$ cat config.mk
export PLATFORM = sky130hd
export DESIGN_NAME = tmr_chan
export DESIGN_NICKNAME = d
export VERILOG_FILES = /design/src/rtl/tmr_chan_pkg.sv /design/src/rtl/tmr_pin_sync.sv /design/src/rtl/tmr_cmp_cap.sv /design/src/rtl/tmr_ctl_reg.sv /design/src/rtl/tmr_chan.sv
export SDC_FILE = /design/constraint.sdc
export NUM_CORES = 1
export LEC_CHECK = 0
export ABC_AREA = 1
export BUFFER_PORTS_ARGS = -buffer_cell sky130_fd_sc_hd__buf_2
export CORE_MARGIN = 4
export CORE_UTILIZATION = 30
export DETAILED_ROUTE_END_ITERATION = 7
export GPL_ROUTABILITY_DRIVEN = 0
export PLACE_DENSITY_LB_ADDON = 0.1
export SLEW_MARGIN = 20
export SYNTH_ARGS = -nofsm -noshare
export SYNTH_HDL_FRONTEND = slang
export SYNTH_SLANG_ARGS = --single-unit
$ cat constraint.sdc
create_clock -name clk -period 1.3 [get_ports clk]
set_input_delay 0.26 -clock clk [delete_from_list [all_inputs] [get_ports clk]]
set_output_delay 0.26 -clock clk [all_outputs]
set_load 0.05 [all_outputs]
$ cat src/rtl/tmr_chan_pkg.sv
package tmr_chan_pkg;
  // control/status register layout, MSB first
  typedef struct packed {
    logic       flag;   // bit 7 event flag
    logic       ie;     // bit 6 interrupt enable
    logic [1:0] ms;     // bits 5:4 mode select
    logic [1:0] els;    // bits 3:2 edge select
    logic       tov;    // bit 1 toggle control
    logic       maxd;   // bit 0 max-duty control (stored only)
  } ctl_t;

  localparam int CTL_W = $bits(ctl_t);
  localparam logic [1:0] EDGE_NONE = 2'b00;
endpackage

$ cat src/rtl/tmr_pin_sync.sv
module tmr_pin_sync #(
  parameter int STAGES = 2
) (
  input  logic       clk,
  input  logic       rst,
  input  logic       pin_in,
  input  logic       en,
  input  logic [1:0] els,
  output logic       edge_o
);
  logic [STAGES-1:0] sh_q;
  logic              last_q;
  logic              cur;
  logic              rise;
  logic              fall;

  generate
    for (genvar i = 0; i < STAGES; i++) begin : g_sync
      if (i == 0) begin : g_first
        always_ff @(posedge clk) begin
          if (rst) sh_q[0] <= 1'b0;
          else     sh_q[0] <= pin_in;
        end
      end else begin : g_next
        always_ff @(posedge clk) begin
          if (rst) sh_q[i] <= 1'b0;
          else     sh_q[i] <= sh_q[i-1];
        end
      end
    end
  endgenerate

  assign cur = sh_q[STAGES-1];

  always_ff @(posedge clk) begin
    if (rst) last_q <= 1'b0;
    else     last_q <= cur;
  end

  assign rise   = cur & ~last_q;
  assign fall   = ~cur & last_q;
  assign edge_o = en & ((els[0] & rise) | (els[1] & fall));

  // no edge reported when detection is disabled or no edge selected
  edge_sel_chk: assert property (@(posedge clk) disable iff (rst)
    (!en || els == 2'b00) |-> !edge_o);
endmodule

$ cat src/rtl/tmr_cmp_cap.sv
module tmr_cmp_cap #(
  parameter int CW = 16
) (
  input  logic          clk,
  input  logic          rst,
  input  logic [CW-1:0] cnt_val,
  input  logic          cnt_ovf,
  input  logic          cmp_mode,
  input  logic          tov,
  input  logic          cap_evt,
  input  logic          val_wr,
  input  logic [CW-1:0] val_wdata,
  output logic [CW-1:0] val_q,
  output logic          cmp_evt,
  output logic          pin_out
);
  logic match;
  logic match_d;
  logic do_tog;

  assign match   = (cnt_val == val_q);
  assign cmp_evt = cmp_mode & match & ~match_d;
  assign do_tog  = cmp_mode & tov & (cmp_evt | cnt_ovf);

  always_ff @(posedge clk) begin
    if (rst) match_d <= 1'b0;
    else     match_d <= match;
  end

  // capture has priority over a CPU write in the same cycle
  always_ff @(posedge clk) begin
    if (rst)          val_q <= '0;
    else if (cap_evt) val_q <= cnt_val;
    else if (val_wr)  val_q <= val_wdata;
  end

  always_ff @(posedge clk) begin
    if (rst)         pin_out <= 1'b0;
    else if (do_tog) pin_out <= ~pin_out;
  end


  cap_latch_chk: assert property (@(posedge clk) disable iff (rst)
    cap_evt |=> (val_q == $past(cnt_val)));


  pin_tog_chk: assert property (@(posedge clk) disable iff (rst)
    !$stable(pin_out) |-> $past(cmp_mode && tov && (cmp_evt || cnt_ovf)));
endmodule

$ cat src/rtl/tmr_ctl_reg.sv
module tmr_ctl_reg
  import tmr_chan_pkg::*;
(
  input  logic             clk,
  input  logic             rst,
  input  logic             rd,
  input  logic             wr,
  input  logic [CTL_W-1:0] wdata,
  input  logic             evt,
  output ctl_t             ctl
);
  logic armed_q;
  ctl_t wr_view;

  assign wr_view = ctl_t'(wdata);

  // writable bits: everything but the flag
  always_ff @(posedge clk) begin
    if (rst) begin
      ctl.ie   <= 1'b0;
      ctl.ms   <= 2'b00;
      ctl.els  <= EDGE_NONE;
      ctl.tov  <= 1'b0;
      ctl.maxd <= 1'b0;
    end else if (wr) begin
      ctl.ie   <= wr_view.ie;
      ctl.ms   <= wr_view.ms;
      ctl.els  <= wr_view.els;
      ctl.tov  <= wr_view.tov;
      ctl.maxd <= wr_view.maxd;
    end
  end

  // flag and arming handshake; events win over everything
  always_ff @(posedge clk) begin
    if (rst) begin
      ctl.flag <= 1'b0;
      armed_q  <= 1'b0;
    end else if (evt) begin
      ctl.flag <= 1'b1;
      armed_q  <= 1'b0;
    end else if (wr) begin
      if (armed_q && !wr_view.flag) ctl.flag <= 1'b0;
      armed_q <= 1'b0;
    end else if (rd && ctl.flag) begin
      armed_q <= 1'b1;
    end
  end


  wr_bits_chk: assert property (@(posedge clk) disable iff (rst)
    wr |=> (ctl[CTL_W-2:0] == $past(wdata[CTL_W-2:0])));


  evt_sets_chk: assert property (@(posedge clk) disable iff (rst)
    evt |=> ctl.flag);


  flag_rise_chk: assert property (@(posedge clk) disable iff (rst)
    $rose(ctl.flag) |-> $past(evt));


  flag_clr_chk: assert property (@(posedge clk) disable iff (rst)
    $fell(ctl.flag) |-> $past(wr && !wdata[CTL_W-1] && !evt));
endmodule

$ cat src/rtl/tmr_chan.sv
module tmr_chan
  import tmr_chan_pkg::*;
#(
  parameter int CW          = 16,
  parameter int SYNC_STAGES = 2
) (
  input  logic          clk,
  input  logic          rst,
  input  logic [CW-1:0] cnt_val,
  input  logic          cnt_ovf,
  input  logic          pin_in,
  input  logic          reg_rd,
  input  logic          reg_wr,
  input  logic [7:0]    wdata,
  output logic [7:0]    rdata,
  input  logic          val_wr,
  input  logic [CW-1:0] val_wdata,
  output logic [CW-1:0] val_q,
  output logic          pin_out,
  output logic          irq
);
  ctl_t ctl;
  logic cmp_mode;
  logic cap_evt;
  logic cmp_evt;
  logic evt;

  assign cmp_mode = |ctl.ms;
  assign evt      = cap_evt | cmp_evt;

  tmr_pin_sync #(.STAGES(SYNC_STAGES)) u_sync (
    .clk    (clk),
    .rst    (rst),
    .pin_in (pin_in),
    .en     (~cmp_mode),
    .els    (ctl.els),
    .edge_o (cap_evt)
  );

  tmr_cmp_cap #(.CW(CW)) u_evt (
    .clk       (clk),
    .rst       (rst),
    .cnt_val   (cnt_val),
    .cnt_ovf   (cnt_ovf),
    .cmp_mode  (cmp_mode),
    .tov       (ctl.tov),
    .cap_evt   (cap_evt),
    .val_wr    (val_wr),
    .val_wdata (val_wdata),
    .val_q     (val_q),
    .cmp_evt   (cmp_evt),
    .pin_out   (pin_out)
  );

  tmr_ctl_reg u_ctl (
    .clk   (clk),
    .rst   (rst),
    .rd    (reg_rd),
    .wr    (reg_wr),
    .wdata (wdata),
    .evt   (evt),
    .ctl   (ctl)
  );

  assign rdata = ctl;
  assign irq   = ctl.flag & ctl.ie;


  mode_excl_chk: assert property (@(posedge clk) disable iff (rst)
    !(cap_evt && cmp_evt));


  irq_en_chk: assert property (@(posedge clk) disable iff (rst)
    irq |-> (rdata[7] && rdata[6]));
endmodule

==> results of run 1 <==
==> final cells by class <==
class / instances / area (um2)
fill: 552 / 2680
multi-input combinational: 170 / 795
sequential: 30 / 662
timing repair buffer: 80 / 435
inverter: 36 / 135
clock buffer: 7 / 86.3
tap: 67 / 83.8
clock inverter: 1 / 5.00
==> what timing repair did <==
| action | CTS | global route |
|---|---|---|
| hold endpoints to repair | 0 | 0 |
| endpoints found under the setup margin | 0 | 4 |
| setup buffers | 0 | 1 |
| gates resized for setup | 0 | 9 |
==> worst paths after layout <==
| kind | start | to | slack [ns] | cells past startpoint |
|---|---|---|---|---|
| min | pin_in | u_sync.sh_q[0]$_SDFF_PP0_ | 0.18 | 3 |
| max | u_evt.val_q[12]$_SDFFE_PP0P_ | val_q[12] | 0.06 | 2 |
| max reg2reg | u_evt.val_q[9]$_SDFFE_PP0P_ | u_evt.pin_out$_SDFFE_PP0P_ | 0.07 | 11 |
| min reg2reg | u_sync.sh_q[0]$_SDFF_PP0_ | u_sync.cur$_SDFF_PP0_ | 0.40 | 2 |
==> per-layer routing <==
| layer | vias to the layer above | part of all wire |
|---|---|---|
| met5 | - | 0 |
| met4 | 0 | 0.012 |
| met2 | 36 | 0.49 |
| li1 | 916 | - |
| met1 | 731 | 0.45 |
| met3 | 5 | 0.053 |
==> power by group through the flow <==
| stage | Clock, uW | Combinational, uW | Sequential [uW] |
|---|---|---|---|
| finish | 755 | 551 | 1010 |
| global route | 842 | 611 | 1020 |
| CTS | 787 | 548 | 1010 |
| detailed placement | 0 | 547 | 1030 |
| global placement | 0 | 544 | 1030 |
| floorplan | 0 | 200 | 1190 |
==> flip-flops by register name (all words and copies together) (netlist names) <==
name,cells
u_evt.val_q,16
u_ctl.ctl,8
u_ctl.armed_q,1
u_evt.match_d,1
u_evt.pin_out,1
u_sync.cur,1
u_sync.last_q,1
u_sync.sh_q,1
==> layout by cell type (no fill, tap or decap), drive strengths merged, types with 2 or more instances in the layout <==
master	count
nor2	56
a211oi	8
buf	79
nand3	3
a21oi	11
inv	35
nand2	66
o21ai	14
a311oi	2
dfxtp	30
a31oi	6
clkinv	2
clkbuf	8
==> critical path, stage by stage, from the launching register on <==
cell and delay [ns]:
dfxtp_4 0.36, buf_4 0.10, buf_2 0.25
==> cell families after synthesis <==
logic type | Yosys count | synth area share
xor gates and xnor gates | 1 | 0.00563
buffers and inverters | 45 | 0.116
DFF | 30 | 0.386
AOI/OAI and AO/OA | 42 | 0.159
and+or+nand+nor | 127 | 0.333
==> through the flow <==
step	util	hold WS [ns]	total power, uW	setup TNS (ns)
global placement	0.426	0.392	1570	0
global route	0.451	0.209	2470	-0.0275
floorplan	-	0.329	1390	-0.0243
CTS	0.445	0.176	2350	0
finish	0.451	0.184	2320	0
detailed placement	0.426	0.394	1580	0
==> results.yml, run 1 <==
grt:
  overflow: 0
  grtUsageMet2: 0.246
  met3_usage: 0.0395
  met1_usage: 0.172
  grt_pass1_vias: 1650
  grt_pass1_wl_um: 7230
  antenna_found_initial: 0
  grt_max_degree: 34
  grtUsageTotal: 0.145
  gr-max-usage-layer: "met2"
synthesis:
  synthesis.nets: 292
  synth-edff-count: 0
  avgSynthCellArea_um2: 6.35
  synthesis.area_um2: 1560
  yosys-top-cells-count: "nand2_1, nor2_1, inv_1, dfxtp_1, o21ai_0"
  synthFlopType: "dfxtp_1"
  yosys.area.top_type: "dfxtp_1"
  postSynth.asyncResetShare: 0
  yosysMostFrequentCell: "nand2_1"
  seq_area_frac_synth: 0.386
  synth_top_area_share: 0.386
  synthTopCellsByArea: "dfxtp_1, nand2_1, nor2_1"
  ys_ff_latch: 30
  synth_warnings: 0
  synthCells: 245
  ys_types: 24
sta:
  finalCritPeriodShare: 0.957
  maxSlewViolCount: 0
  tightest_slew_ns: 0.244
  fmax_mhz: 804
  rsz0062_at_grt: "true"
  timing.slew.headroom: 0.836
  skew_ns: 0.00489
  setup_slack_ns: 0.0555
  setup_viol_count_final: 0
  final_hold_viol_count: 0
  finalCriticalPeriod_ns: 1.24
route:
  firstDrtPassIters: 4
  vias: 1688
  wirelength_um: 4280
  avgRoutedWirePerCell_um: 11.0
  drt_iter0_drc: 80
  via_per_inst: 4.32
  drc: 0
  ant_nets: 0
die:
  start_util: 0.319
  die-area_um2: 6400
  die_h_um: 80
  core_region_area_um2: 4880
  num_rows: 25
  io-pin-count: 73
  fp.dieW_um: 80
placed_design:
  place_inst: 382
  dp_slack_ns: 0.0230
  dp_hpwl_um: 3360
  placed_area_um2: 2080
  numPortBuffers: 72
cts:
  cts_buffer_depth: 2
  clkLatencyLatePin_ns: 0.28
  cts_sinks: 30
  cts_buffers: 5
  root_buffer: "clkbuf_8"
  cts_tree: "built"
  clk_pin_slew_ns: 0.06
  holdBufCountCts: 0
  htreeDepth: 2
critical_path:
  path_class: "flop to output port"
  crit_arrival_ns: 0.98
  cp-end-kind: "output port"
  startpoint_type: "flop"
  required_ns: 1.04
  cp_max_fo: 4
power_and_ir_drop:
  cellInternalPower_uw: 1580
  p_sw_uw: 739
  switching_share: 0.319
  vdd_drop_max_mv: 0.545
  power.density_nw_per_um2: 1050
  power_leakage_uw: 0.00116
  p_comb_frac: 0.238
  p_seq_frac: 0.436
  clockPowerShare: 0.326
finish:
  finalNonFillerCells: 391
  postLayoutCellArea_um2: 2200
  area_delta_synth_final_pct: 41.6
  nNetsFinal: 370
  layout-drive-gt1-share: 0.386
  num_antenna_cells: 0
flow_run:
  cap_violations: 0
min_path:
  hp-class: "input port to flop"
run_status:
  status: "completed"
(Power assumes the default switching activity.)
==> run 2, diff against run 1 <==
--- a/config.mk
+++ b/config.mk
@@ -8,7 +8,7 @@
 export ABC_AREA = 1
 export BUFFER_PORTS_ARGS = -buffer_cell sky130_fd_sc_hd__buf_2
 export CORE_MARGIN = 4
-export CORE_UTILIZATION = 30
+export CORE_UTILIZATION = 45
 export DETAILED_ROUTE_END_ITERATION = 7
 export GPL_ROUTABILITY_DRIVEN = 0
 export PLACE_DENSITY_LB_ADDON = 0.1
==> constraint.sdc (replaced) <==
create_clock -name clk -period 1.3 [get_ports clk]
set_input_delay 0.26 -clock clk [delete_from_list [all_inputs] [get_ports clk]]
set_output_delay 0.26 -clock clk [all_outputs]
set_load 0.01 [all_outputs]
==> run 2 against run 1 <==
  * First-iteration DRC count down 10%
  * Clock skew increased by 0.0063 ns
  * Register-to-register slack about the same
  * Setup slack better by 0.0040 ns
  * Final cell count shrank 5.6%
  * Critical endpoint is now u_evt.pin_out$_SDFFE_PP0P_
==> results.yml, run 2 (same netlist as run 1, synthesis figures left out) <==
run_status:
  status: "completed"
cts:
  cts_buffer_depth: 2
  clk_pin_slew_ns: 0.10
  cts_tree: "built"
  cts_buffers: 5
  root_buffer: "clkbuf_4"
  cts_sinks: 30
  clkLatencyLatePin_ns: 0.33
  htreeDepth: 2
die:
  io-pin-count: 73
  core_region_area_um2: 3340
  die_h_um: 66.8
  fp.dieW_um: 66.8
  num_rows: 21
  start_util: 0.466
  die-area_um2: 4460
finish:
  top_regs: "u_evt.val_q: 16 flops, u_ctl.ctl: 8 flops"
  area_delta_synth_final_pct: 36.2
  largest-register: "u_evt.val_q"
  layout_common_cells: "buf_2, nand2_1, nor2_1"
  regArea_um2: 622
  layout-drive-gt1-share: 0.393
  nFillCells: 358
  largest_register_ffs: 16
  final_util: 0.635
  num_antenna_cells: 0
  multi_input_area_um2: 815
  mostFrequentLayoutCell: "buf_2"
  nNetsFinal: 369
min_path:
  hp-class: "input port to flop"
  hp-start: "pin_in"
  min_to: "u_sync.sh_q[0]$_SDFF_PP0_"
  worstHoldPathCells: 3
critical_path:
  path_common_cell: "nand2_2"
  startpoint_type: "flop"
  r2r-end: "u_evt.pin_out$_SDFFE_PP0P_"
  cp_max_fo: 3
  r2r_slack_ns: 0.06
  path_class: "flop to flop"
  reg2reg_from: "u_evt.val_q[6]$_SDFFE_PP0P_"
  cp-end-kind: "flop"
  crit_family: "simple AND/OR/NAND/NOR gates"
  reg2reg_depth: 11
  slowest_stage: "dfxtp_2"
  crit_arrival_ns: 1.48
  crit_chain: "inv_1 -> nand2_1 -> nand2_1 -> nor2_1 -> nand2_2 -> nor2_4 -> nand3_2 -> nand2_2 -> nand3_2 -> nand2_2 -> nor2_2"
  path_depth: 11
  required_ns: 1.54
  worst-path-buf-inv: 1
  cp_slowest_stage_delay_ns: 0.34
power_and_ir_drop:
  clockPowerShare: 0.297
  cellInternalPower_uw: 1420
  switching_share: 0.299
  p_seq_frac: 0.502
  vdd_drop_max_mv: 0.744
  p_comb_frac: 0.201
  power_leakage_uw: 0.00114
  power.density_nw_per_um2: 957
  p_sw_uw: 606
route:
  firstDrtPassIters: 4
  drt_iter0_drc: 72
  wirelength_um: 3860
  drc: 0
  avgRoutedWirePerCell_um: 10.5
  vias: 1709
  via_per_inst: 4.63
  ant_nets: 0
grt:
  grt_pass1_wl_um: 6470
  grt_pass1_vias: 1530
  grt_max_degree: 34
  grtUsageTotal: 0.189
  antenna_found_initial: 0
  overflow: 0
sta:
  tightest_slew_ns: 0.270
  setup_viol_count_final: 0
  maxSlewViolCount: 0
  final_hold_viol_count: 0
  finalCriticalPeriod_ns: 1.24
  fmax_mhz: 806
  skew_ns: 0.0112
  timing.slew.headroom: 0.819
  finalCritPeriodShare: 0.954
  rsz0062_at_grt: "true"
  setup_tns_ns: 0
flow_run:
  cap_violations: 0
placed_design:
  numPortBuffers: 72
  dp_hpwl_um: 2940
run 2: cell count changes in the layout (fill, tap and decap cells not counted), sizes merged:
cell,before,now
clkinvlp,0,1
clkbuf,8,6
run 2: final cells by class:
class	instances	share of cell area
clock inverter	2	0.00591
multi-input combinational	170	0.385
sequential	30	0.294
tap	46	0.0272
timing repair buffer	79	0.201
inverter	36	0.0638
clock buffer	6	0.0242
run 2: worst max path at each step:
| stage | slack (ns) | startpoint | to |
|---|---|---|---|
| final | 0.06 | u_evt.val_q[6]$_SDFFE_PP0P_ | u_evt.pin_out$_SDFFE_PP0P_ |
| after global routing | -0.03 | u_evt.val_q[6]$_SDFFE_PP0P_ | u_evt.pin_out$_SDFFE_PP0P_ |
| after CTS | 0.02 | u_evt.val_q[3]$_SDFFE_PP0P_ | u_evt.pin_out$_SDFFE_PP0P_ |
| after detailed placement | 0.04 | cnt_val[0] | u_evt.pin_out$_SDFFE_PP0P_ |
| after global placement | 0.07 | cnt_val[0] | u_evt.pin_out$_SDFFE_PP0P_ |
| after floorplan | 0.08 | u_evt.val_q[5]$_SDFFE_PP0P_ | u_evt.pin_out$_SDFFE_PP0P_ |
run 2: timing repair:
item / CTS / global route
setup endpoints to repair: 0 / 4
gates resized for setup: 0 / 32
hold buffers: 0 / 0
setup buffers: 0 / 1
run 2: routing by layer:
layer | share of wire | routed length, um | GRT usage
met1 | 0.46 | 1770 | 0.238
met2 | 0.46 | 1780 | 0.302
met3 | 0.066 | 256 | 0.0590
met4 | 0.014 | 54 | 0.0685
met5 | 0 | 0 | 0
run 2: per-stage QoR:
stage | std cells | setup WS [ns] | hold slack, ns | total power [uW] | area [um2]
finish | 369 | 0.0595 | 0.129 | 2030 | 2120
global placement | 360 | 0.0693 | 0.390 | 1420 | 1990
global route | 369 | -0.0306 | 0.140 | 2150 | 2120
CTS | 368 | 0.0222 | 0.114 | 2020 | 2050
detailed placement | 360 | 0.0377 | 0.399 | 1420 | 1990
floorplan | 245 | 0.0821 | 0.338 | 1240 | 1560
run 2: tightest hold or removal path, stage by stage:
cell	delay [ns]
buf_2	0.07
inv_1	0.03
nor2_1	0.06
run 2: power groups by stage:
stage / clock (uW) / sequential, uW / combinational, uW
after CTS: 622 / 1010 / 391
after global placement: 0 / 1030 / 385
final: 601 / 1020 / 407
after detailed placement: 0 / 1030 / 389
after global routing: 657 / 1030 / 465
after floorplan: 0 / 1050 / 193
==> run 3, diff against run 2 <==
--- a/config.mk
+++ b/config.mk
@@ -8,7 +8,7 @@
 export ABC_AREA = 1
 export BUFFER_PORTS_ARGS = -buffer_cell sky130_fd_sc_hd__buf_2
 export CORE_MARGIN = 4
-export CORE_UTILIZATION = 45
+export CORE_UTILIZATION = 41
 export DETAILED_ROUTE_END_ITERATION = 7
 export GPL_ROUTABILITY_DRIVEN = 0
 export PLACE_DENSITY_LB_ADDON = 0.1
==> constraint.sdc (replaced) <==
create_clock -name clk -period 1.1 [get_ports clk]
set_input_delay 0.22 -clock clk [delete_from_list [all_inputs] [get_ports clk]]
set_output_delay 0.22 -clock clk [all_outputs]
set_load 0.01 [all_outputs]
==> run 3 against run 2 <==
  * The flow now finishes with violations (negative setup slack)
  * Total power is 30% higher
  * Via count is 7.5% higher
  * Register-to-register slack worse by 0.22 ns
  * Utilization is 6.5 points higher
  * Global-route usage is 2.0 points lower
  * Design area is 21% higher
  * Non-clock buffer count is 25 higher
  * Die area is 8.6% higher
  * Critical path depth stayed put
  * Final cell count is 7.0% higher
  * Largest cell class unchanged
  * Clock-buffer cell count is 1 higher
  * Critical endpoint unchanged
==> results.yml, run 3 (same netlist as run 1, synthesis figures left out) <==
run_status:
  status: "complete, but fails checks"
  violations: "negative setup slack"
grt:
  grt_pass1_vias: 1517
  grt_pass1_wl_um: 6560
  antenna_found_initial: 0
  grtUsageTotal: 0.169
  overflow: 0
  grt_max_degree: 17
cts:
  cts_buffers: 5
  root_buffer: "clkbuf_8"
  clkLatencyLatePin_ns: 0.27
  cts_sinks: 30
  cts_buffer_depth: 2
  htreeDepth: 2
  cts_tree: "built"
  clk_pin_slew_ns: 0.06
finish:
  layout_common_cells: "buf_2, nand2_1, nor2_1"
  largest-register: "u_evt.val_q"
  top_regs: "u_evt.val_q: 16 flops, u_ctl.ctl: 8 flops"
  largest_register_ffs: 16
  mostFrequentLayoutCell: "buf_2"
  area_delta_synth_final_pct: 64.7
  num_antenna_cells: 0
  regArea_um2: 624
  nNetsFinal: 394
  final_util: 0.700
  multi_input_area_um2: 931
  layout-drive-gt1-share: 0.499
  nFillCells: 313
route:
  drt_iter0_drc: 49
  ant_nets: 0
  firstDrtPassIters: 4
  via_per_inst: 4.65
  vias: 1838
  wirelength_um: 4570
  drc: 0
  avgRoutedWirePerCell_um: 11.6
sta:
  setup_slack_ns: -0.164
  hold-worst-slack_ns: 0.153
  final_hold_viol_count: 0
  finalCriticalPeriod_ns: 1.26
  skew_ns: 0.00404
  maxSlewViolCount: 0
  rsz0062_at_grt: "true"
  setup_tns_ns: -0.633
  tightest_slew_ns: 0.454
  finalCritPeriodShare: 1.15
  timing.slew.headroom: 0.697
  setup_viol_count_final: 17
  fmax_mhz: 791
critical_path:
  startpoint_type: "flop"
  crit_chain: "nand2_1 -> inv_1 -> nor2_2 -> nor2_2 -> nand2_2 -> nor2_4 -> nand3_2 -> nand2_2 -> nand3_2 -> nand2_1 -> nor2_2"
  worst-path-buf-inv: 1
  path_common_cell: "nor2_2"
  cp_max_fo: 3
  slowest_stage: "dfxtp_2"
  required_ns: 1.27
  path_class: "flop to flop"
  crit_family: "simple AND/OR/NAND/NOR gates"
  cp-end-kind: "flop"
  crit_arrival_ns: 1.43
  cp_slowest_stage_delay_ns: 0.35
die:
  core_region_area_um2: 3660
  die-area_um2: 4840
  fp.dieW_um: 69.6
  die_h_um: 69.6
  num_rows: 22
  io-pin-count: 73
  start_util: 0.425
power_and_ir_drop:
  vdd_drop_max_mv: 0.826
  power.density_nw_per_um2: 1030
  power_leakage_uw: 0.00133
min_path:
  hp-class: "input port to flop"
placed_design:
  numPortBuffers: 72
  dp_hpwl_um: 3160
flow_run:
  cap_violations: 0
-- run 3: changes by cell type in the layout (fill, tap and decap cells not counted), moves of 6 or more --
| cell | delta |
|---|---|
| a211oi_2 | +8 |
| nor2_2 | +6 |
| buf_4 | +19 |
| nor2_1 | -11 |
| o21ai_2 | +6 |
| a211oi_1 | -8 |
| nand2_2 | -6 |
| buf_6 | +7 |
| buf_2 | -6 |
-- run 3: final cells by class --
class / instances / area share
clock buffer: 7 / 0.0298
multi-input combinational: 170 / 0.363
sequential: 30 / 0.244
timing repair buffer: 104 / 0.287
inverter: 36 / 0.0528
tap: 48 / 0.0234
-- run 3: metal layers --
| metal | GRT usage | vias up | routed length (um) |
|---|---|---|---|
| li1 | - | 968 | - |
| met4 | 0.0586 | 0 | 54 |
| met3 | 0.0507 | 7 | 274 |
| met5 | 0 | - | 0 |
| met1 | 0.211 | 819 | 1940 |
| met2 | 0.275 | 44 | 2300 |
-- run 3: worst min-delay path: stages --
cell and delay, ns:
buf_2 0.09, inv_1 0.04, nor2_1 0.03
-- run 3: path summary, 6_finish.rpt --
check	start	to	slack, ns	cells after the start
worst max-delay path	u_evt.val_q[2]$_SDFFE_PP0P_	u_evt.pin_out$_SDFFE_PP0P_	-0.16	11
worst min register to register	u_sync.sh_q[0]$_SDFF_PP0_	u_sync.cur$_SDFF_PP0_	0.40	2
worst max register to register	u_evt.val_q[2]$_SDFFE_PP0P_	u_evt.pin_out$_SDFFE_PP0P_	-0.16	11
worst min-delay path	pin_in	u_sync.sh_q[0]$_SDFF_PP0_	0.15	3
-- run 3: what timing repair did --
action / 4_1_cts / 5_1_grt
cloned: 1 / 2
endpoints found under the setup margin: 12 / 28
pin swaps: 10 / 6
buffers inserted: 1 / 4
gates resized for setup: 17 / 43
hold buffers: 0 / 0
-- run 3: through the flow --
stage | cells | power, uW | instance area (um2) | setup slack [ns]
2_1_floorplan | 245 | 1480 | 1570 | -0.0701
3_3_place_gp | 382 | 1750 | 2180 | -0.133
3_5_place_dp | 382 | 1760 | 2180 | -0.148
4_1_cts | 391 | 2580 | 2330 | -0.123
5_1_grt | 395 | 2770 | 2560 | -0.259
6_report | 395 | 2640 | 2560 | -0.164
-- run 3: where the power goes --
part	switching [uW]	internal [uW]
Combinational	320	315
Clock	367	434
Sequential	45.4	1160
